### src/rtl/irq_pkg.sv
// Package irq_pkg
// Holds the types shared by the interrupt status unit: the per-cycle
// write-select decode and the read-source selector.
package irq_pkg;

    // Which register a bus write targets this cycle (at most one is set).
    typedef struct packed {
        logic stat_wr;
        logic mask_wr;
    } wr_sel_t;

    // Source that drives the read data bus.
    typedef enum logic [1:0] {
        RD_NONE = 2'd0,
        RD_STAT = 2'd1,
        RD_MASK = 2'd2
    } rd_sel_e;

endpackage

### src/rtl/irq_reg_decode.sv
// Module irq_reg_decode
// Decodes the register offset into a write select and a read source.
// Assumes the offsets differ; any other offset decodes to "no register".
module irq_reg_decode
    import irq_pkg::*;
#(
    parameter int              ADDR_W   = 8,
    parameter logic [ADDR_W-1:0] STAT_OFS = 8'h10,
    parameter logic [ADDR_W-1:0] MASK_OFS = 8'h14
) (
    input  logic [ADDR_W-1:0] bus_addr,
    input  logic              bus_wr,
    output wr_sel_t           wsel,
    output rd_sel_e           rsel
);

    logic hit_stat;
    logic hit_mask;

    // Compare the offset against the two register locations.
    always_comb begin
        hit_stat = (bus_addr == STAT_OFS);
        hit_mask = (bus_addr == MASK_OFS);
    end

    // Qualify writes with the strobe; unknown offsets select nothing.
    always_comb begin
        wsel.stat_wr = bus_wr && hit_stat;
        wsel.mask_wr = bus_wr && hit_mask;
    end

    // Pick the read source; unknown offsets read as zero.
    always_comb begin
        if (hit_stat)      rsel = RD_STAT;
        else if (hit_mask) rsel = RD_MASK;
        else               rsel = RD_NONE;
    end

endmodule

### src/rtl/irq_status_core.sv
// Module irq_status_core
// Holds the status bits (set by events, cleared by writing ones) and the
// full-width enable mask. It exposes the next-state values, so that the
// notifier can judge a request against the state the edge will produce.
// Assumes that a set event outranks a clear of the same bit in one cycle.
module irq_status_core
    import irq_pkg::*;
#(
    parameter int DATA_W  = 32,
    parameter int NUM_EVT = 2
) (
    input  logic              clk,
    input  logic              rst_n,
    input  logic [NUM_EVT-1:0] evt_set,
    input  wr_sel_t           wsel,
    input  logic [DATA_W-1:0] wdata,
    output logic [NUM_EVT-1:0] status_q,
    output logic [DATA_W-1:0]  mask_q,
    output logic [NUM_EVT-1:0] status_nxt,
    output logic [DATA_W-1:0]  mask_nxt,
    output logic               upd
);

    // One status bit per event source, each with its own set and clear terms.
    for (genvar i = 0; i < NUM_EVT; i++) begin : g_bit
        logic clr_bit;

        // Clear request for this bit from a status write.
        always_comb clr_bit = wsel.stat_wr && wdata[i];

        // Next value: a set wins over a clear in the same cycle.
        always_comb status_nxt[i] = evt_set[i] | (status_q[i] & ~clr_bit);

        // Register the bit; reset clears it.
        always_ff @(posedge clk) begin
            if (!rst_n) status_q[i] <= 1'b0;
            else        status_q[i] <= status_nxt[i];
        end
    end

    // Next mask: replaced whole on a mask write.
    always_comb mask_nxt = wsel.mask_wr ? wdata : mask_q;

    // Register the mask; reset clears it.
    always_ff @(posedge clk) begin
        if (!rst_n) mask_q <= '0;
        else        mask_q <= mask_nxt;
    end

    // Any action that calls for the request to be evaluated again.
    always_comb upd = (|evt_set) | wsel.stat_wr | wsel.mask_wr;

endmodule

### src/rtl/irq_notify.sv
// Module irq_notify
// Turns the masked status into either a level line or a one-cycle pulse,
// and produces the acknowledge pulse for status writes. The pulse decision
// uses next-state values, so it matches the state registered at that edge.
module irq_notify #(
    parameter int NUM_EVT = 2
) (
    input  logic               clk,
    input  logic               rst_n,
    input  logic               msi_mode,
    input  logic [NUM_EVT-1:0] status_q,
    input  logic [NUM_EVT-1:0] mask_lo_q,
    input  logic [NUM_EVT-1:0] status_nxt,
    input  logic [NUM_EVT-1:0] mask_lo_nxt,
    input  logic               upd,
    input  logic               stat_wr,
    output logic               irq_line,
    output logic               irq_pulse,
    output logic               ack_pulse
);

    logic req_now;
    logic req_next;

    // Request level now, and the level after the coming edge.
    always_comb begin
        req_now  = |(status_q & mask_lo_q);
        req_next = |(status_nxt & mask_lo_nxt);
    end

    // Level line follows the request, but only in line mode.
    always_comb irq_line = !msi_mode && req_now;

    // Pulse after an update that leaves a request; nothing on deassertion.
    always_ff @(posedge clk) begin
        if (!rst_n) irq_pulse <= 1'b0;
        else        irq_pulse <= msi_mode && upd && req_next;
    end

    // Acknowledge pulse after any status write.
    always_ff @(posedge clk) begin
        if (!rst_n) ack_pulse <= 1'b0;
        else        ack_pulse <= stat_wr;
    end

endmodule

### src/rtl/irq_status_unit.sv
// Module irq_status_unit
// Top of the maskable interrupt status unit. It connects the offset decode,
// the status and mask storage and the notifier, and muxes the read data.
// Assumes single-cycle write strobes and event strobes.
module irq_status_unit
    import irq_pkg::*;
#(
    parameter int                ADDR_W   = 8,
    parameter int                DATA_W   = 32,
    parameter int                NUM_EVT  = 2,
    parameter logic [ADDR_W-1:0] STAT_OFS = 8'h10,
    parameter logic [ADDR_W-1:0] MASK_OFS = 8'h14
) (
    input  logic              clk,
    input  logic              rst_n,
    input  logic [ADDR_W-1:0] bus_addr,
    input  logic              bus_wr,
    input  logic [DATA_W-1:0] bus_wdata,
    output logic [DATA_W-1:0] bus_rdata,
    input  logic              cmpl_evt,
    input  logic              msg_evt,
    input  logic              msi_mode,
    output logic              irq_line,
    output logic              irq_pulse,
    output logic              ack_pulse
);

    localparam int PAD_W = DATA_W - NUM_EVT;

    wr_sel_t              wsel;
    rd_sel_e              rsel;
    logic [NUM_EVT-1:0]   evt_set;
    logic [NUM_EVT-1:0]   status_q;
    logic [NUM_EVT-1:0]   status_nxt;
    logic [DATA_W-1:0]    mask_q;
    logic [DATA_W-1:0]    mask_nxt;
    logic                 upd;

    // Map the named event strobes onto the status bit positions.
    always_comb begin
        evt_set    = '0;
        evt_set[0] = cmpl_evt;
        evt_set[1] = msg_evt;
    end

    irq_reg_decode #(
        .ADDR_W   (ADDR_W),
        .STAT_OFS (STAT_OFS),
        .MASK_OFS (MASK_OFS)
    ) u_decode (
        .bus_addr (bus_addr),
        .bus_wr   (bus_wr),
        .wsel     (wsel),
        .rsel     (rsel)
    );

    irq_status_core #(
        .DATA_W  (DATA_W),
        .NUM_EVT (NUM_EVT)
    ) u_core (
        .clk        (clk),
        .rst_n      (rst_n),
        .evt_set    (evt_set),
        .wsel       (wsel),
        .wdata      (bus_wdata),
        .status_q   (status_q),
        .mask_q     (mask_q),
        .status_nxt (status_nxt),
        .mask_nxt   (mask_nxt),
        .upd        (upd)
    );

    irq_notify #(
        .NUM_EVT (NUM_EVT)
    ) u_notify (
        .clk         (clk),
        .rst_n       (rst_n),
        .msi_mode    (msi_mode),
        .status_q    (status_q),
        .mask_lo_q   (mask_q[NUM_EVT-1:0]),
        .status_nxt  (status_nxt),
        .mask_lo_nxt (mask_nxt[NUM_EVT-1:0]),
        .upd         (upd),
        .stat_wr     (wsel.stat_wr),
        .irq_line    (irq_line),
        .irq_pulse   (irq_pulse),
        .ack_pulse   (ack_pulse)
    );

    // Read mux: status zero-extended, mask whole, zero elsewhere.
    always_comb begin
        case (rsel)
            RD_STAT: bus_rdata = {{PAD_W{1'b0}}, status_q};
            RD_MASK: bus_rdata = mask_q;
            default: bus_rdata = '0;
        endcase
    end

endmodule

### config.mk
export PLATFORM = sky130hd
export DESIGN_NAME = irq_status_unit
export DESIGN_NICKNAME = d
export VERILOG_FILES = /design/src/rtl/irq_pkg.sv /design/src/rtl/irq_reg_decode.sv /design/src/rtl/irq_status_core.sv /design/src/rtl/irq_notify.sv /design/src/rtl/irq_status_unit.sv
export SDC_FILE = /design/constraint.sdc
export NUM_CORES = 1
export LEC_CHECK = 0
export ABC_AREA = 1
export BUFFER_PORTS_ARGS = -buffer_cell sky130_fd_sc_hd__buf_2
export CORE_UTILIZATION = 48
export CTS_BUF_LIST = sky130_fd_sc_hd__clkbuf_8
export CTS_CLUSTER_SIZE = 25
export DETAILED_ROUTE_END_ITERATION = 7
export PLACE_DENSITY = 0.85
export SLEW_MARGIN = 20
export SYNTH_ARGS = -nofsm -noshare
export SYNTH_HDL_FRONTEND = slang
export SYNTH_SLANG_ARGS = --single-unit
export TNS_END_PERCENT = 5
### constraint.sdc
create_clock -name clk -period 1.1 [get_ports clk]
set_input_delay 0.11 -clock clk [delete_from_list [all_inputs] [get_ports clk]]
set_output_delay 0.11 -clock clk [all_outputs]
set_load 0.01 [all_outputs]
==> run_results.csv, run 1 <==
group,metric,value,unit
status,status,"finished, final reports clean",
timing,drv_slew,0,
worst_setup_path,critPathKind,"in2out",
place,dp_cells,340,
synthesis,synth_largest_area_cell,"dfxtp_1",
synthesis,yosysWarnings,0,
final_layout,antennaDiodeCount,0,
final_layout,nNetsFinal,351,
synthesis,synthCells,215,
timing,finalHoldViolCount,0,
worst_setup_path,path_max_fanout,4,
worst_setup_path,path_cells,"buf_2, inv_1, nor2_1, nand2_1, inv_2, buf_4, a32o_1, buf_2",
timing,worst_pin_slew,0.238,ns
clocking,numCtsBuffers,5,
final_layout,fin_cells,351,
synthesis,ys_seq_elements,36,
worst_setup_path,start_kind,"input port",
worst_setup_path,worstPathArrival,0.99,ns
synthesis,yosys.area.top_type_share,0.423,
floorplanning,die_w,61.6,microns
final_layout,layout_commonest_cell,"buf_2",
routing,vias,1677,
floorplanning,coreArea,3360,sq um
power_and_ir_drop,power,2.55,mW
worst_setup_path,rrSetupSlack,0.38,ns
routing,wl,3.95,mm
floorplanning,start_util,0.507,
clocking,cts_max_path_buffers,2,
final_layout,fin_area,2460,sq um
power_and_ir_drop,pwr_density_cell,1040,nW/um^2
synthesis,ys_seq_area_frac,0.423,
synthesis,synth-compound-area-share,0.276,
worst_setup_path,reg2reg_from,"u_core.mask_q[0]$_SDFF_PN0_",
place,gp_congestion,0.835,
place,hpwl,2.77,mm
power_and_ir_drop,irDropWorstVdd,0.000724,V
final_layout,fill_cells,287,
clocking,cts_tree,"done",
clocking,cts-root-buf,"clkbuf_8",
place,placedInstanceArea,2190,sq um
routing,antenna_left,0,
routing,first_pass_iters,4,
run,drv_cap,0,
grt,antenna_found_initial,0,
timing,rsz0062_at_grt,"yes",
synthesis,synth_top_family_by_area,"compound AO/OA/AOI/OAI gates",
hold_path,min_from,"msg_evt",
synthesis,synth_fp_nets,261,
clocking,htreeDepth,2,
synthesis,synth_cell_type_count,18,
synthesis,synth.avg_cell_area,7.93,sq um
floorplanning,die_h,61.6,microns
synthesis,syn_area,1710,sq um
worst_setup_path,cp-end-kind,"output port",
timing,min_period,1.10,ns
floorplanning,ios,81,
final_layout,area_growth,44.5,%
worst_setup_path,required,0.99,ns
routing,via_per_inst,4.78,
timing,setup_viol,0,
clocking,path_clk_slew,0.07,ns
timing,fin_skew,0.000327,ns
hold_path,hold_end,"u_core.status_q[1]$_SDFF_PN0_",
clocking,insertion_delay,0.28,ns
final_layout,drive_above_1_share,0.590,
grt,grt-ovfl-total,0,
worst_setup_path,critPathSlowestCell,"a32o_1",
synthesis,synth_fa_ha_area_frac,0,
worst_setup_path,worst-r2r-cell-count,4,
floorplanning,rows,21,
synthesis,synthXorXnorAreaFrac,0,
grt,grt_max_degree,29,
timing,relSlewSlack,0.841,
hold_path,min_path_cells,3,
routing,drc,0,
synthesis,synthMuxAreaShare,0,
worst_setup_path,critPathMostFrequentCell,"buf_2",
place,port_buffers,80,
final_layout,layout_common_cells,"buf_2, inv_1, dfxtp_1",
routing,first_iter_violations,77,
power_and_ir_drop,leakagePower,1.07,nW
clocking,cts_sinks,36,
grt,grt_util_all_layers,0.210,
floorplanning,die_area,3800,sq um
timing,max_freq,0.913,GHz
timing,post-route-period-util,0.996,
worst_setup_path,timing.rr.end,"u_notify.irq_pulse$_SDFF_PN0_",
worst_setup_path,critPathMaxStageDelay,0.26,ns
hold_path,worstHoldPathType,"in2reg",
grt,grt_pass1_wl,5.75,mm
synthesis,synthTopCellsByArea,"dfxtp_1, a21oi_2, o21ai_1",
grt,grt_pass1_vias,1445,
routing,wl_per_cell,11.3,microns
synthesis,synthSimpleGateAreaFrac,0.167,
[final cells by class]
class	instances	area, sq um	area share
multi-input combinational	130	875	0.355
sequential	36	726	0.295
timing repair buffer	95	571	0.232
inverter	37	139	0.0564
clock buffer	7	96.3	0.0391
tap	46	57.6	0.0234
[power breakdown]
part,switching (mW),internal [mW],total (mW)
Clock,0.445,0.558,1.00
Sequential,0.00540,1.31,1.32
Combinational,0.124,0.106,0.230
[cells in the mapped netlist]
cell	count
dfxtp_1	36
inv_1	35
nor2_1	35
a21oi_2	30
o21ai_1	28
nand2_1	16
a21oi_1	6
buf_6	6
clkbuf_1	6
nand3_1	4
a32o_1	2
inv_2	2
nand4_1	2
nor2_2	2
o21ai_2	2
nand2_4	1
nand3_4	1
nor2_8	1
[per-stage QoR]
step	util	setup WS, ns	setup TNS, ns	hold slack [ns]
3_3_place_gp	0.652	-0.0573	-1.19	0.367
3_5_place_dp	0.652	-0.0943	-2.35	0.378
4_1_cts	0.692	-0.00201	-0.00201	0.0741
5_1_grt	0.733	-0.0568	-1.54	0.0780
2_1_floorplan	-	0.106	0	0.251
6_report	0.733	0.00454	0	0.0822
[sequential cells by signal, summed over array words and instances, names as in the netlist]
register	count
u_notify.irq_pulse	1
u_core.mask_q	32
u_core.status_q	2
u_notify.ack_pulse	1
[layer usage]
layer,track usage,vias up,routed length (microns)
met5,0,-,0
met4,0.0825,0,36
met3,0.0798,5,251
met2,0.356,53,2010
met1,0.237,756,1660
li1,-,863,-
[what timing repair did]
action,4_1_cts,5_1_grt
buffers inserted,1,2
pin swaps,2,1
cloned,1,0
hold buffers,0,0
gates resized for setup,8,40
endpoints found under the setup margin,33,33
[critical path, delay by kind of cell]
family                 cells  cell delay [ns]
AOI/OAI and AO/OA          1             0.26
and+or+nand+nor            2             0.13
buffers and inverters      5             0.50
[cell families (layout without fill, tap and decap cells)]
logic type,Yosys count,in the layout
AO/OA/AOI/OAI,68,68
AND/OR/NAND/NOR,62,62
buffers and inverters,49,139
flip-flops,36,36
[how the worst max path moves through the flow]
stage / from / end / slack [ns] / depth (start not counted)
finish: bus_addr[4] / bus_rdata[0] / 0.005 / 8
global route: bus_addr[1] / bus_rdata[30] / -0.06 / 8
CTS: bus_addr[1] / bus_rdata[30] / -0.002 / 8
floorplan: bus_addr[1] / u_core.mask_q[10]$_SDFFE_PN0N_ / 0.11 / 7
detailed placement: bus_addr[1] / u_notify.irq_pulse$_SDFF_PN0_ / -0.09 / 10
global placement: bus_addr[1] / u_notify.irq_pulse$_SDFF_PN0_ / -0.06 / 10
(Power assumes the default switching activity.)
==> run 2, diff against run 1 <==
- PLACE_DENSITY: 0.85 -> 0.83
- clock period: 1.1 -> 1.03 ns (I/O delays scaled with it)
==> run_results.csv, run 2 (same netlist as run 1, synthesis figures left out) <==
group,metric,value,unit
final_layout,drive_above_1_share,0.550,
worst_setup_path,crit_family,"flip-flops",
clocking,cts-root-buf,"clkbuf_8",
timing,min_period,1.08,ns
hold_path,worstHoldPathType,"in2reg",
worst_setup_path,critPathSlowestCell,"dfxtp_2",
final_layout,layout_common_cells,"buf_2, inv_1, dfxtp_1",
timing,max_freq,0.926,GHz
power_and_ir_drop,power_frac_clock,0.379,
clocking,insertion_delay,0.28,ns
floorplanning,coreArea,3360,sq um
floorplanning,start_util,0.507,
final_layout,top_register,"u_core.mask_q",
final_layout,largest_reg_flops,32,
power_and_ir_drop,leakagePower,1.03,nW
grt,antenna_found_initial,0,
worst_setup_path,cp-end-kind,"output port",
power_and_ir_drop,irDropWorstVdd,0.000905,V
worst_setup_path,critPathMaxStageDelay,0.34,ns
timing,worst_pin_slew,0.229,ns
floorplanning,die_area,3800,sq um
floorplanning,die_h,61.6,microns
worst_setup_path,reg2reg_from,"u_core.status_q[1]$_SDFF_PN0_",
floorplanning,ios,81,
worst_setup_path,crit_path_start,"u_core.mask_q[1]$_SDFF_PN0_",
clocking,cts_sinks,36,
final_layout,area_growth,41.2,%
routing,drc,0,
worst_setup_path,start_kind,"flop",
routing,first_iter_violations,40,
routing,antenna_left,0,
timing,rsz0062_at_grt,"yes",
timing,drv_slew,0,
routing,wl_per_cell,11.0,microns
final_layout,reg.largest.list,"u_core.mask_q (32), u_core.status_q (2)",
grt,grt-ovfl-total,0,
routing,vias,1645,
clocking,cts_max_path_buffers,2,
final_layout,multiInputGateArea,842,sq um
grt,grt_pass1_wl,5.82,mm
floorplanning,die_w,61.6,microns
worst_setup_path,required,0.93,ns
power_and_ir_drop,switching_share,0.230,
final_layout,nNetsFinal,347,
worst_setup_path,worstPathArrival,0.98,ns
grt,grt_max_degree,33,
worst_setup_path,path_cells,"a32o_1, buf_2",
final_layout,layout_commonest_cell,"buf_2",
worst_setup_path,path_max_fanout,3,
status,status,"complete, but fails checks",
floorplanning,rows,21,
clocking,numCtsBuffers,5,
grt,grt_pass1_vias,1398,
power_and_ir_drop,p_int,2.05,mW
worst_setup_path,path_buf_inv,1,
run,drv_cap,0,
routing,wl,3.83,mm
clocking,path_clk_slew,0.07,ns
final_layout,fin_area,2410,sq um
routing,first_pass_iters,4,
place,gp_congestion,0.846,
place,placedInstanceArea,2180,sq um
final_layout,fill_cells,304,
worst_setup_path,critPathKind,"reg2out",
power_and_ir_drop,p_comb_frac,0.093,
power_and_ir_drop,power.switching,0.613,mW
final_layout,seq_area,726,sq um
clocking,htreeDepth,2,
timing,finalHoldViolCount,0,
routing,via_per_inst,4.73,
place,hpwl,2.60,mm
final_layout,utilization,0.716,
place,port_buffers,80,
timing,fin_skew,0.00301,ns
timing,worst_slack,-0.0494,ns
power_and_ir_drop,pwr_density_cell,1110,nW/um^2
timing,setup_viol,26,
grt,grt_util_all_layers,0.209,
power_and_ir_drop,seqPwrFrac,0.528,
status,violations,"negative setup slack",
clocking,cts_tree,"done",
timing,post-route-period-util,1.05,
hold_path,min_from,"bus_wdata[31]",
timing,relSlewSlack,0.847,
clocking,cts_hold_buf,0,
final_layout,antennaDiodeCount,0,
## run 2: path summary, 6_finish.rpt
check | depth (start not counted) | to | slack, ns
hold reg to reg | 2 | u_core.mask_q[17]$_SDFFE_PN0N_ | 0.46
hold / removal | 3 | u_core.mask_q[31]$_SDFFE_PN0N_ | 0.08
setup / recovery | 2 | bus_rdata[1] | -0.05
setup reg to reg | 4 | u_notify.irq_pulse$_SDFF_PN0_ | 0.29
## run 2: layer usage
layer	track usage	up-vias	share of wire
met5	0	-	0
met4	0.0730	0	0.019
met3	0.0588	8	0.055
met2	0.364	63	0.51
met1	0.246	724	0.41
li1	-	850	-
## run 2: layout make-up
type	count	area share
flip-flops and latches	36	0.301
well taps	46	0.0239
multi-input cells	130	0.350
repair buffers	91	0.227
clock buffers	6	0.0343
clock inverters	2	0.00468
inverters	37	0.0587
## run 2: repair_timing
action	4_1_cts	5_1_grt
resized for setup	17	21
setup buffers	2	0
setup endpoints to repair	33	64
pin swaps	4	2
## run 2: per-stage QoR
stage,total power [mW],setup WS (ns),std cells,hold WS (ns),TNS [ns]
2_1_floorplan,1.53,0.0430,215,0.244,0
3_3_place_gp,1.65,-0.113,338,0.368,-5.34
3_5_place_dp,1.65,-0.133,338,0.370,-5.98
4_1_cts,2.65,-0.0492,348,0.0824,-0.146
5_1_grt,2.78,-0.0898,348,0.0932,-2.45
6_report,2.66,-0.0494,348,0.0803,-0.414
## run 2: power groups by stage
stage	clock (mW)	combinational, mW	sequential (mW)
global placement	0	0.209	1.44
floorplan	0	0.0963	1.44
finish	1.01	0.247	1.41
CTS	1.02	0.228	1.41
detailed placement	0	0.214	1.44
global route	1.10	0.274	1.41
## run 2: worst register-to-register path: cells and delay by family, from the launching register on
| family | cells | cell delay, ns |
|---|---|---|
| AND/OR/NAND/NOR | 3 | 0.19 |
| AO/OA/AOI/OAI | 1 | 0.12 |
| flip-flops | 1 | 0.36 |
==> run 3, diff against run 2 <==
- CTS_CLUSTER_DIAMETER: not set -> 60
- REMOVE_ABC_BUFFERS: not set -> 1
==> run_results.csv, run 3 (same netlist as run 1, synthesis figures left out) <==
group,metric,value,unit
clocking,insertion_delay,0.29,ns
grt,antenna_found_initial,0,
clocking,cts_sinks,36,
worst_setup_path,path_buf_inv,1,
run,drv_cap,0,
grt,grt_util_all_layers,0.218,
timing,drv_slew,0,
clocking,cts_hold_buf,0,
worst_setup_path,path_max_fanout,3,
timing,finalHoldViolCount,0,
worst_setup_path,critPathKind,"reg2out",
final_layout,fin_cells,358,
grt,grt-ovfl-total,0,
routing,wl_per_cell,11.7,microns
final_layout,layout_commonest_cell,"buf_2",
floorplanning,start_util,0.507,
final_layout,fill_cells,281,
routing,drc,0,
final_layout,largest_reg_flops,32,
routing,vias,1760,
routing,antenna_left,0,
status,violations,"negative setup slack",
timing,setup_viol,29,
place,port_buffers,80,
worst_setup_path,cp-end-kind,"output port",
worst_setup_path,worstPathArrival,0.97,ns
power_and_ir_drop,irDropWorstVdd,0.000941,V
place,gp_congestion,0.772,
timing,fin_skew,0.00542,ns
timing,post-route-period-util,1.05,
place,dp_cells,347,
timing,worst_slack,-0.0479,ns
worst_setup_path,start_kind,"flop",
hold_path,worstHoldPathType,"in2reg",
grt,grt_pass1_vias,1544,
floorplanning,die_area,3800,sq um
routing,first_iter_violations,119,
worst_setup_path,rrSetupSlack,0.22,ns
final_layout,reg.largest.list,"u_core.mask_q (32), u_core.status_q (2)",
floorplanning,die_w,61.6,microns
worst_setup_path,critPathSlowestCell,"dfxtp_2",
worst_setup_path,required,0.93,ns
clocking,path_clk_slew,0.07,ns
routing,wl,4.18,mm
final_layout,seq_area,726,sq um
power_and_ir_drop,pwr_density_cell,1060,nW/um^2
clocking,cts_max_path_buffers,2,
worst_setup_path,crit_family,"flip-flops",
clocking,htreeDepth,2,
final_layout,antennaDiodeCount,0,
place,post-place-ws,-0.139,ns
floorplanning,rows,21,
timing,fin_tns_setup,-0.533,ns
power_and_ir_drop,leakagePower,1.07,nW
worst_setup_path,path_cells,"a32o_1, buf_2",
routing,first_pass_iters,5,
floorplanning,coreArea,3360,sq um
timing,max_freq,0.928,GHz
final_layout,utilization,0.740,
floorplanning,ios,81,
final_layout,area_growth,45.9,%
timing,worst_pin_slew,0.180,ns
timing,relSlewSlack,0.879,
clocking,cts-root-buf,"clkbuf_8",
place,hpwl,2.81,mm
status,status,"complete, but fails checks",
grt,grt_pass1_wl,6.07,mm
routing,via_per_inst,4.92,
floorplanning,die_h,61.6,microns
clocking,cts_tree,"done",
final_layout,top_register,"u_core.mask_q",
final_layout,nNetsFinal,357,
timing,rsz0062_at_grt,"yes",
final_layout,multiInputGateArea,846,sq um
clocking,numCtsBuffers,5,
worst_setup_path,critPathMaxStageDelay,0.34,ns
timing,min_period,1.08,ns
grt,grt_max_degree,32,
final_layout,drive_above_1_share,0.567,
final_layout,layout_common_cells,"buf_2, inv_1, dfxtp_1",
==> run 3: cell type report <==
type / count / share of cell area
Inverter: 37 / 0.0558
Tap cell: 46 / 0.0231
Clock buffer: 6 / 0.0332
Clock inverter: 2 / 0.00302
Timing Repair Buffer: 101 / 0.253
Sequential cell: 36 / 0.292
Multi-Input combinational cell: 130 / 0.340
==> run 3: stage by stage <==
stage,cell area [sq um],total power [mW],hold WS [ns]
2_1_floorplan,1620,1.52,0.220
3_3_place_gp,2230,1.65,0.367
3_5_place_dp,2230,1.65,0.366
4_1_cts,2370,2.65,0.0674
5_1_grt,2490,2.75,0.0680
6_report,2490,2.64,0.0748
==> run 3: per-layer routing <==
layer  GRT usage  part of all wire  vias to the layer above
met5           0                 0                        -
li1            -                 -                      877
met3      0.0588             0.046                       16
met4      0.0952             0.028                        0
met1       0.240              0.42                      809
met2       0.390              0.51                       58
==> run 3: timing repair <==
| item | in CTS | in global routing |
|---|---|---|
| setup buffers | 1 | 1 |
| endpoints found under the setup margin | 33 | 50 |
| gates resized for setup | 12 | 36 |
| pin swaps | 3 | 5 |
| gates cloned | 1 | 0 |
==> run 3: worst paths after layout <==
check | start | end | cells after the start
setup / recovery | u_core.mask_q[0]$_SDFF_PN0_ | bus_rdata[0] | 2
hold / removal | bus_wdata[9] | u_core.mask_q[9]$_SDFFE_PN0N_ | 3
setup reg to reg | u_core.mask_q[0]$_SDFF_PN0_ | u_notify.irq_pulse$_SDFF_PN0_ | 4
hold reg to reg | u_core.mask_q[30]$_SDFFE_PN0N_ | u_core.mask_q[30]$_SDFFE_PN0N_ | 2
==> run 3: worst reg2reg max path, cell delays in order (launching register included) <==
cell	delay [ns]
dfxtp_2	0.36
nand2_1	0.09
nand2_1	0.10
nand2_1	0.07
a21oi_1	0.13
==> run 3: where the power goes <==
part | internal (mW) | leakage (nW) | switching, mW
Combinational | 0.113 | 0.727 | 0.125
Sequential | 1.40 | 0.292 | 0.00590
Clock | 0.525 | 0.0538 | 0.474
